$ cat config.mk
export PLATFORM = sky130hd
export DESIGN_NAME = spi_fifo_master
export DESIGN_NICKNAME = d
export VERILOG_FILES = /design/src/rtl/spi_fifo_pkg.sv /design/src/rtl/byte_fifo.sv /design/src/rtl/spi_byte_shifter.sv /design/src/rtl/spi_fifo_master.sv
export SDC_FILE = /design/constraint.sdc
export NUM_CORES = 1
export LEC_CHECK = 0
export ABC_AREA = 1
export BUFFER_PORTS_ARGS = -buffer_cell sky130_fd_sc_hd__buf_2
export CORE_UTILIZATION = 55
export CTS_CLUSTER_DIAMETER = 100
export DETAILED_ROUTE_END_ITERATION = 10
export GPL_TIMING_DRIVEN = 0
export PLACE_DENSITY = 0.72
export SLEW_MARGIN = 10
export SYNTH_ARGS = -nofsm -noshare
export SYNTH_HDL_FRONTEND = slang
export SYNTH_SLANG_ARGS = --single-unit
export TNS_END_PERCENT = 20
$ cat constraint.sdc
create_clock -name clk -period 2.9 [get_ports clk]
set_clock_uncertainty 0.2 [all_clocks]
set_input_delay 0.29 -clock clk [delete_from_list [all_inputs] [get_ports clk]]
set_output_delay 0.29 -clock clk [all_outputs]
set_load 0.005 [all_outputs]
$ cat src/rtl/spi_fifo_pkg.sv
`timescale 1ns/1ps
package spi_fifo_pkg;
  localparam int BUS_AW = 8;

  // register offsets
  localparam logic [BUS_AW-1:0] OFS_DATA  = 8'h00;
  localparam logic [BUS_AW-1:0] OFS_CTRL  = 8'h04;
  localparam logic [BUS_AW-1:0] OFS_COUNT = 8'h08;
  localparam logic [BUS_AW-1:0] OFS_FIFO  = 8'h0C;
  localparam logic [BUS_AW-1:0] OFS_FLAGS = 8'h10;
  localparam logic [BUS_AW-1:0] OFS_IEN   = 8'h14;
  localparam logic [BUS_AW-1:0] OFS_STAT  = 8'h18;

  // control bits
  localparam int CB_EN    = 0;
  localparam int CB_START = 1;
  localparam int CB_HOLD  = 2;
  localparam int CB_MASK  = 4;

  // queue control bits
  localparam int FB_TXEN  = 6;
  localparam int FB_TXCLR = 7;
  localparam int FB_TXCNT = 8;
  localparam int FB_RXEN  = 22;
  localparam int FB_RXCLR = 23;
  localparam int FB_RXCNT = 24;

  // flag bits
  localparam int FL_DONE   = 0;
  localparam int FL_TXOVR  = 1;
  localparam int FL_RXOVR  = 2;
  localparam int FL_RXUND  = 3;
  localparam int FL_RXFULL = 4;
  localparam int NFLAGS    = 5;

  typedef logic [NFLAGS-1:0] flag_vec_t;
endpackage

$ cat src/rtl/byte_fifo.sv
`timescale 1ns/1ps
module byte_fifo #(
  parameter int W     = 8,
  parameter int DEPTH = 32
) (
  input  logic                         clk,
  input  logic                         rst_n,
  input  logic                         clr,
  input  logic                         push,
  input  logic [W-1:0]                 din,
  input  logic                         pop,
  output logic [W-1:0]                 dout,
  output logic                         full,
  output logic                         empty,
  output logic [$clog2(DEPTH+1)-1:0]   count
);
  localparam int AW = (DEPTH > 1) ? $clog2(DEPTH) : 1;
  localparam int CW = $clog2(DEPTH+1);

  logic [W-1:0]  mem [DEPTH];
  logic [AW-1:0] wp, rp;
  logic [CW-1:0] cnt;
  logic          push_ok, pop_ok;

  function automatic logic [AW-1:0] step(input logic [AW-1:0] p);
    return (p == AW'(DEPTH-1)) ? '0 : p + 1'b1;
  endfunction

  assign full    = (cnt == CW'(DEPTH));
  assign empty   = (cnt == '0);
  assign push_ok = push && !full && !clr;
  assign pop_ok  = pop && !empty && !clr;
  assign dout    = mem[rp];
  assign count   = cnt;

  always_ff @(posedge clk) begin
    if (push_ok) mem[wp] <= din;
  end

  always_ff @(posedge clk) begin
    if (!rst_n || clr) begin
      wp  <= '0;
      rp  <= '0;
      cnt <= '0;
    end else begin
      if (push_ok) wp <= step(wp);
      if (pop_ok)  rp <= step(rp);
      cnt <= cnt + CW'(push_ok) - CW'(pop_ok);
    end
  end
endmodule

$ cat src/rtl/spi_byte_shifter.sv
`timescale 1ns/1ps
// Mode 0 byte shifter: SCLK idle low, MOSI set while low, MISO taken on rise.
module spi_byte_shifter #(
  parameter int W       = 8,
  parameter int CLK_DIV = 4
) (
  input  logic         clk,
  input  logic         rst_n,
  input  logic         abort,
  input  logic         in_valid,
  output logic         in_ready,
  input  logic [W-1:0] in_data,
  output logic         out_valid,
  output logic [W-1:0] out_data,
  output logic         busy,
  output logic         sclk,
  output logic         mosi,
  input  logic         miso
);
  localparam int HALF = CLK_DIV / 2;
  localparam int PW   = (CLK_DIV > 1) ? $clog2(CLK_DIV) : 1;
  localparam int BW   = (W > 1) ? $clog2(W) : 1;

  logic          busy_q, done_q;
  logic [PW-1:0] ph;
  logic [BW-1:0] bitn;
  logic [W-1:0]  tx_sh, rx_sh;

  always_ff @(posedge clk) begin
    if (!rst_n || abort) begin
      busy_q <= 1'b0;
      done_q <= 1'b0;
      ph     <= '0;
      bitn   <= '0;
      tx_sh  <= '0;
      rx_sh  <= '0;
    end else begin
      done_q <= 1'b0;
      if (!busy_q) begin
        if (in_valid) begin
          busy_q <= 1'b1;
          tx_sh  <= in_data;
          ph     <= '0;
          bitn   <= '0;
        end
      end else begin
        ph <= ph + 1'b1;
        if (ph == PW'(HALF-1)) rx_sh <= {rx_sh[W-2:0], miso};
        if (ph == PW'(CLK_DIV-1)) begin
          ph    <= '0;
          tx_sh <= tx_sh << 1;
          if (bitn == BW'(W-1)) begin
            busy_q <= 1'b0;
            done_q <= 1'b1;
          end else begin
            bitn <= bitn + 1'b1;
          end
        end
      end
    end
  end

  assign in_ready  = !busy_q;
  assign out_valid = done_q;
  assign out_data  = rx_sh;
  assign busy      = busy_q;
  assign sclk      = busy_q && (ph >= PW'(HALF));
  assign mosi      = busy_q && tx_sh[W-1];
endmodule

$ cat src/rtl/spi_fifo_master.sv
`timescale 1ns/1ps
module spi_fifo_master
  import spi_fifo_pkg::*;
#(
  parameter int NSEL       = 4,
  parameter int FIFO_DEPTH = 32,
  parameter int CLK_DIV    = 4,
  parameter int CNT_W      = 16
) (
  input  logic              clk,
  input  logic              rst_n,
  input  logic [BUS_AW-1:0] reg_addr,
  input  logic              reg_wr,
  input  logic              reg_rd,
  input  logic [31:0]       reg_wdata,
  output logic [31:0]       reg_rdata,
  output logic              irq,
  output logic              sclk,
  output logic              mosi,
  input  logic              miso,
  output logic [NSEL-1:0]   ss_n
);
  localparam int FCW = $clog2(FIFO_DEPTH+1);
  localparam int SCW = $clog2(NSEL+1);

  // decoded accesses
  logic wr_data, wr_ctrl, wr_count, wr_fifo, wr_flags, wr_ien, rd_data;
  assign wr_data  = reg_wr && (reg_addr == OFS_DATA);
  assign wr_ctrl  = reg_wr && (reg_addr == OFS_CTRL);
  assign wr_count = reg_wr && (reg_addr == OFS_COUNT);
  assign wr_fifo  = reg_wr && (reg_addr == OFS_FIFO);
  assign wr_flags = reg_wr && (reg_addr == OFS_FLAGS);
  assign wr_ien   = reg_wr && (reg_addr == OFS_IEN);
  assign rd_data  = reg_rd && (reg_addr == OFS_DATA);

  // state
  logic             en_q, hold_q, active_q, tx_en_q, rx_en_q;
  logic [NSEL-1:0]  mask_q, sel_q;
  logic [CNT_W-1:0] count_q;
  flag_vec_t        flags_q, ien_q, flag_set, flag_clr;

  // queues and shifter
  logic           tx_full, tx_empty, rx_full, rx_empty;
  logic [FCW-1:0] tx_cnt, rx_cnt;
  logic [7:0]     tx_head, rx_head, rx_din, shf_rx;
  logic           tx_push, tx_clr, rx_push, rx_pop, rx_clr;
  logic           launch, shf_ready, shf_done, shf_busy;
  logic           stop_now, start_go, byte_done, finishing, rx_try;
  logic [SCW-1:0] sel_cnt;

  assign stop_now  = wr_ctrl && !reg_wdata[CB_EN];
  assign start_go  = wr_ctrl && reg_wdata[CB_EN] && reg_wdata[CB_START] && !active_q;
  assign byte_done = active_q && shf_done;
  assign finishing = byte_done && (count_q == CNT_W'(1));

  // a byte starts only with room to land its response
  assign launch = active_q && shf_ready && !shf_done && !tx_empty
                  && !(rx_en_q && rx_full);

  always_comb begin
    sel_cnt = '0;
    for (int i = 0; i < NSEL; i++) sel_cnt = sel_cnt + SCW'(sel_q[i]);
  end

  // single target keeps MISO, none stores 0xFF, broadcast stores nothing
  assign rx_try  = byte_done && rx_en_q && (sel_cnt <= SCW'(1));
  assign rx_push = rx_try;
  assign rx_din  = (sel_cnt == '0) ? 8'hFF : shf_rx;
  assign rx_pop  = rd_data && rx_en_q;
  assign rx_clr  = wr_fifo && reg_wdata[FB_RXCLR];
  assign tx_push = wr_data && tx_en_q;
  assign tx_clr  = wr_fifo && reg_wdata[FB_TXCLR];

  byte_fifo #(.W(8), .DEPTH(FIFO_DEPTH)) u_txq (
    .clk(clk), .rst_n(rst_n), .clr(tx_clr), .push(tx_push), .din(reg_wdata[7:0]),
    .pop(launch), .dout(tx_head), .full(tx_full), .empty(tx_empty), .count(tx_cnt)
  );

  byte_fifo #(.W(8), .DEPTH(FIFO_DEPTH)) u_rxq (
    .clk(clk), .rst_n(rst_n), .clr(rx_clr), .push(rx_push), .din(rx_din),
    .pop(rx_pop), .dout(rx_head), .full(rx_full), .empty(rx_empty), .count(rx_cnt)
  );

  spi_byte_shifter #(.W(8), .CLK_DIV(CLK_DIV)) u_shf (
    .clk(clk), .rst_n(rst_n), .abort(stop_now),
    .in_valid(launch), .in_ready(shf_ready), .in_data(tx_head),
    .out_valid(shf_done), .out_data(shf_rx), .busy(shf_busy),
    .sclk(sclk), .mosi(mosi), .miso(miso)
  );

  // flag events
  always_comb begin
    flag_set            = '0;
    flag_set[FL_DONE]   = (start_go && (count_q == '0)) || (finishing && !stop_now);
    flag_set[FL_TXOVR]  = wr_data && tx_en_q && tx_full;
    flag_set[FL_RXOVR]  = rx_try && rx_full;
    flag_set[FL_RXUND]  = rd_data && rx_en_q && rx_empty;
    flag_set[FL_RXFULL] = rx_en_q && rx_full;
    flag_clr            = wr_flags ? reg_wdata[NFLAGS-1:0] : '0;
  end

  always_ff @(posedge clk) begin
    if (!rst_n) begin
      en_q     <= 1'b0;
      hold_q   <= 1'b0;
      mask_q   <= '0;
      sel_q    <= '0;
      active_q <= 1'b0;
      count_q  <= '0;
      tx_en_q  <= 1'b0;
      rx_en_q  <= 1'b0;
      flags_q  <= '0;
      ien_q    <= '0;
    end else begin
      if (wr_ctrl) begin
        en_q   <= reg_wdata[CB_EN];
        hold_q <= reg_wdata[CB_HOLD];
        mask_q <= reg_wdata[CB_MASK +: NSEL];
      end
      if (wr_fifo) begin
        tx_en_q <= reg_wdata[FB_TXEN];
        rx_en_q <= reg_wdata[FB_RXEN];
      end
      if (wr_ien) ien_q <= reg_wdata[NFLAGS-1:0];

      if (wr_count && !active_q) count_q <= reg_wdata[CNT_W-1:0];
      else if (byte_done)        count_q <= count_q - 1'b1;

      // transaction and select sequencing
      if (stop_now) begin
        active_q <= 1'b0;
        sel_q    <= '0;
      end else if (start_go) begin
        if (count_q == '0) begin
          sel_q <= reg_wdata[CB_HOLD] ? reg_wdata[CB_MASK +: NSEL] : '0;
        end else begin
          sel_q    <= reg_wdata[CB_MASK +: NSEL];
          active_q <= 1'b1;
        end
      end else if (finishing) begin
        active_q <= 1'b0;
        if (!hold_q) sel_q <= '0;
      end

      // write-one-to-clear, a new event wins
      flags_q <= (flags_q & ~flag_clr) | flag_set;
    end
  end

  assign ss_n = ~sel_q;
  assign irq  = |(flags_q & ien_q);

  always_comb begin
    reg_rdata = '0;
    unique case (reg_addr)
      OFS_DATA:  reg_rdata = (rx_en_q && !rx_empty) ? {24'd0, rx_head} : 32'd0;
      OFS_CTRL:  reg_rdata = (32'(en_q) << CB_EN) | (32'(hold_q) << CB_HOLD)
                           | (32'(mask_q) << CB_MASK);
      OFS_COUNT: reg_rdata = 32'(count_q);
      OFS_FIFO:  reg_rdata = (32'(tx_en_q) << FB_TXEN) | (32'(tx_cnt) << FB_TXCNT)
                           | (32'(rx_en_q) << FB_RXEN) | (32'(rx_cnt) << FB_RXCNT);
      OFS_FLAGS: reg_rdata = 32'(flags_q);
      OFS_IEN:   reg_rdata = 32'(ien_q);
      OFS_STAT:  reg_rdata = {30'd0, shf_busy, active_q};
      default:   reg_rdata = '0;
    endcase
  end

  logic unused_bits;
  assign unused_bits = ^{reg_wdata, en_q, tx_cnt[0]};
endmodule

==> impl_metrics.csv <==
group,metric,value,unit
layout,final_cells,3468,
layout,drive_gt1_frac,0.1791,
cts,clkTransAtPathRegs,60,ps
cts,insertion_delay,640,ps
worst_setup_path,startpoint_type,"flip-flop",
floorplanning,die_height,223.1,µm
grt,antenna_found_initial,2,
synth,yosys.area_share.simple,0.1841,
synth,synth_edf_count,512,
layout,finish.net_count,2889,
worst_setup_path,reg2reg_from,"sel_q[0]",
sta,whs,74.92,ps
synth,yosysWarnings,0,
synth,ys.flop_type,"edfxtp_1",
route,drtPass1Iterations,6,
min_path,min_to,"u_txq.mem[7][0]",
worst_setup_path,slowest_delay,330,ps
route,drt_iter0_drc,2740,
worst_setup_path,crit_buf_inv,6,
floorplanning,design.die.area,0.04976,mm²
run_status,violations,"negative setup slack",
power,ir_drop,0.0005859,V
floorplanning,chipWidth,223.1,µm
worst_setup_path,worstSetupPathType,"reg2out",
route,wl_per_cell,22.78,µm
placed_design,io_buffers,59,
synth,synthArstFlopShare,0,
grt,grt_pass1_wl,114600,µm
synth,synth_cells,2598,
synth,synth.area.mux_share,0,
grt,grt_usage,0.3080,
placed_design,dp_hpwl,49620,µm
worst_setup_path,cp.required,2410,ps
layout,regArea,0.01747,mm²
sta,hold_viol,0,
synth,synth-compound-area-share,0.08356,
worst_setup_path,reg2reg_slack,-230,ps
worst_setup_path,cp.depth,13,
run_status,status,"finished with violations",
floorplanning,boundaryPins,84,
cts,clockBufferDepth,3,
layout,fin_util,0.6681,
placed_design,gp_congestion,0.9857,
worst_setup_path,crit_chain,"buf_6 > buf_6 > buf_12 > clkbuf_4 > buf_4 > nor2_1 > o21ai_0 > o211ai_1 > nand3_1 > nand3_2 > nand3_4 > nand2_2 > buf_2",
layout,area_growth,19.17,%
worst_setup_path,reg2reg_depth,16,
cts,cts_tree,"done",
layout,multiInputGateArea,0.008680,mm²
grt,use_met1,0.4099,
sta,rsz0062_at_grt,"true",
layout,n_antenna_cell,0,
route,vias_per_cell,6.008,
sta,period_needed,3223,ps
route,postRouteAntennaNets,0,
route,wl,79020,µm
worst_setup_path,r2r-end,"u_rxq.mem[25][4]",
worst_setup_path,crit_family,"buffers and inverters",
floorplanning,fp.coreArea,0.04795,mm²
cts,numCtsBuffers,60,
power,p_per_area,546.6,mW/mm²
synth,synth.avg_cell_area,10.35,µm²
power,p_leak,0.01099,µW
grt,gr-usage-met3,0.05584,
route,drc,0,
sta,setup_slack,-323.4,ps
grt,grt_pass1_vias,19572,
job,max-cap-violations,0,
worst_setup_path,arrival,2730,ps
floorplanning,core.rowCount,80,
grt,grt_max_degree,37,
synth,synth_fa_ha_area_frac,0.02039,
grt,grt_overflow,0,
grt,use_met2,0.4906,
worst_setup_path,critPathMaxFanout,7,
sta,finalSetupViolCount,251,
worst_setup_path,critPathSlowestCell,"dfxtp_2",
cts,cts-root-buf,"clkbuf_16",
sta,fmax,310.2,MHz
synth,syn-cell-area,0.02688,mm²
sta,period_share,1.112,
worst_setup_path,crit_top_cell,"buf_6",
synth,ys_ff_latch,616,
route,vias,20835,
floorplanning,start_util,0.5606,
sta,slew_headroom,0.3909,
synth,synth-xor-area-share,0.001955,
synth,seq_area_frac_synth,0.6495,
synth,synth_top_family_by_area,"simple AND/OR/NAND/NOR gates",
grt,grt-busiest-layer,"met2",
sta,worstMarginPinSlew,913.6,ps
power,p_total,17510,µW
worst_setup_path,worst_setup_path_end_kind,"output pin",
cts,cts.sink_count,616,
min_path,worstHoldPathCells,1,
cts,cts_max_level,2,
placed_design,dp_cells,3282,
layout,fill_cells,3473,
min_path,hold_path.class,"in2reg",
min_path,worstHoldStart,"reg_wdata[0]",
sta,slew_violations,0,
synth,ys_types,54,
[worst max-delay path by stage]
stage                       endpoint  slack (ps)
global route            reg_rdata[2]        -440
CTS                     reg_rdata[1]        -230
floorplan             u_rxq.count[4]        -110
finish                  reg_rdata[2]        -320
global placement     u_rxq.mem[7][7]        -790
detailed placement  u_rxq.mem[16][7]        -800
[area by class of cell]
type / count / area share
inverter: 262 / 0.03133
clock buffer: 78 / 0.04992
multi-input combinational: 1596 / 0.2710
clock inverter: 35 / 0.01078
timing repair buffer: 137 / 0.03883
buffer: 129 / 0.02883
tap: 615 / 0.02402
sequential: 616 / 0.5453
[flip-flops by register name, summed over array words and instances (netlist names), 2 cells and up, named ones only]
register	cells
count_q	16
u_rxq.rp	5
ien_q	5
u_shf.out_data	8
u_shf.ph	2
u_txq.wp	5
sel_q	4
u_shf.bitn	3
u_shf.tx_sh	8
u_rxq.count	6
mask_q	4
flags_q	5
u_txq.rp	5
u_rxq.wp	5
u_txq.mem	256
u_rxq.mem	256
u_txq.count	6
[layer usage]
metal | share of wire | routed length (µm)
met5 | 0.00016 | 13
met2 | 0.47 | 36990
met3 | 0.12 | 9090
met1 | 0.38 | 29640
met4 | 0.042 | 3288
[cells by family after synthesis]
logic type / count (synthesis)
AO/OA/AOI/OAI: 384
XOR/XNOR: 6
adder cells (fa/ha/maj): 42
buffers and inverters: 394
flip-flops: 616
other: 1
AND/OR/NAND/NOR: 1155
[layout by cell type, fill, tap and decap left out, types with 42 or more instances in the layout]
master,instances
a21oi_1,69
buf_2,83
buf_4,55
clkbuf_1,42
clkbuf_16,66
dfxtp_1,97
edfxtp_1,512
inv_1,232
nand2_1,468
nand3_1,250
nor2_1,262
o211ai_1,44
o21ai_0,164
[worst register-to-register path, cell delays in order (launching register included)]
cell and delay [ps]:
dfxtp_2 330, inv_2 40, fa_1 520, inv_1 40
ha_2 180, inv_2 70, ha_4 140, nand2_4 50
nor2_4 150, nand2_2 60, inv_2 70, nand2_4 70
inv_8 60, buf_4 210, buf_6 140, nand2_8 120
nor2_4 330
[metrics by stage]
stage / setup WS [ps] / cell area (µm²) / setup TNS (ps)
2_1_floorplan: -105.5 / 26930 / -1639
3_3_place_gp: -790.1 / 27990 / -325880
3_5_place_dp: -803.7 / 28030 / -343820
4_1_cts: -231.7 / 31120 / -27340
5_1_grt: -439.5 / 32030 / -59570
6_report: -323.4 / 32030 / -27210
[where the power goes]
part | internal, µW | switching [µW] | leakage [µW]
Sequential | 9500 | 0.656 | 0.00458
Combinational | 51.8 | 150 | 0.00546
Clock | 4420 | 3380 | 0.000951
[Yosys cell counts, types with 8 or more instances]
master,instances,area [µm²]
edfxtp_1,512,15370
nand2_1,489,1836
nor2_1,324,1216
nand3_1,267,1336
inv_1,245,919.6
o21ai_0,190,950.9
dfxtp_1,104,2082
a21oi_1,71,355.3
clkbuf_1,66,247.7
o211ai_1,44,330.3
ha_1,39,488.0
buf_2,34,170.2
o221ai_1,29,254.0
nor3_1,24,120.1
buf_4,22,165.2
o22ai_1,17,106.4
inv_2,13,48.80
buf_1,8,30.03
[repair_timing]
| item | CTS | global route |
|---|---|---|
| setup endpoints to repair | 705 | 736 |
| setup buffers | 23 | 27 |
| gates resized for setup | 212 | 189 |
| hold buffers | 19 | 0 |
| gates cloned | 0 | 7 |
| pin swaps | 21 | 65 |
| hold endpoints to repair | 48 | 0 |
No activity file was read; power rests on OpenSTA's default activity.
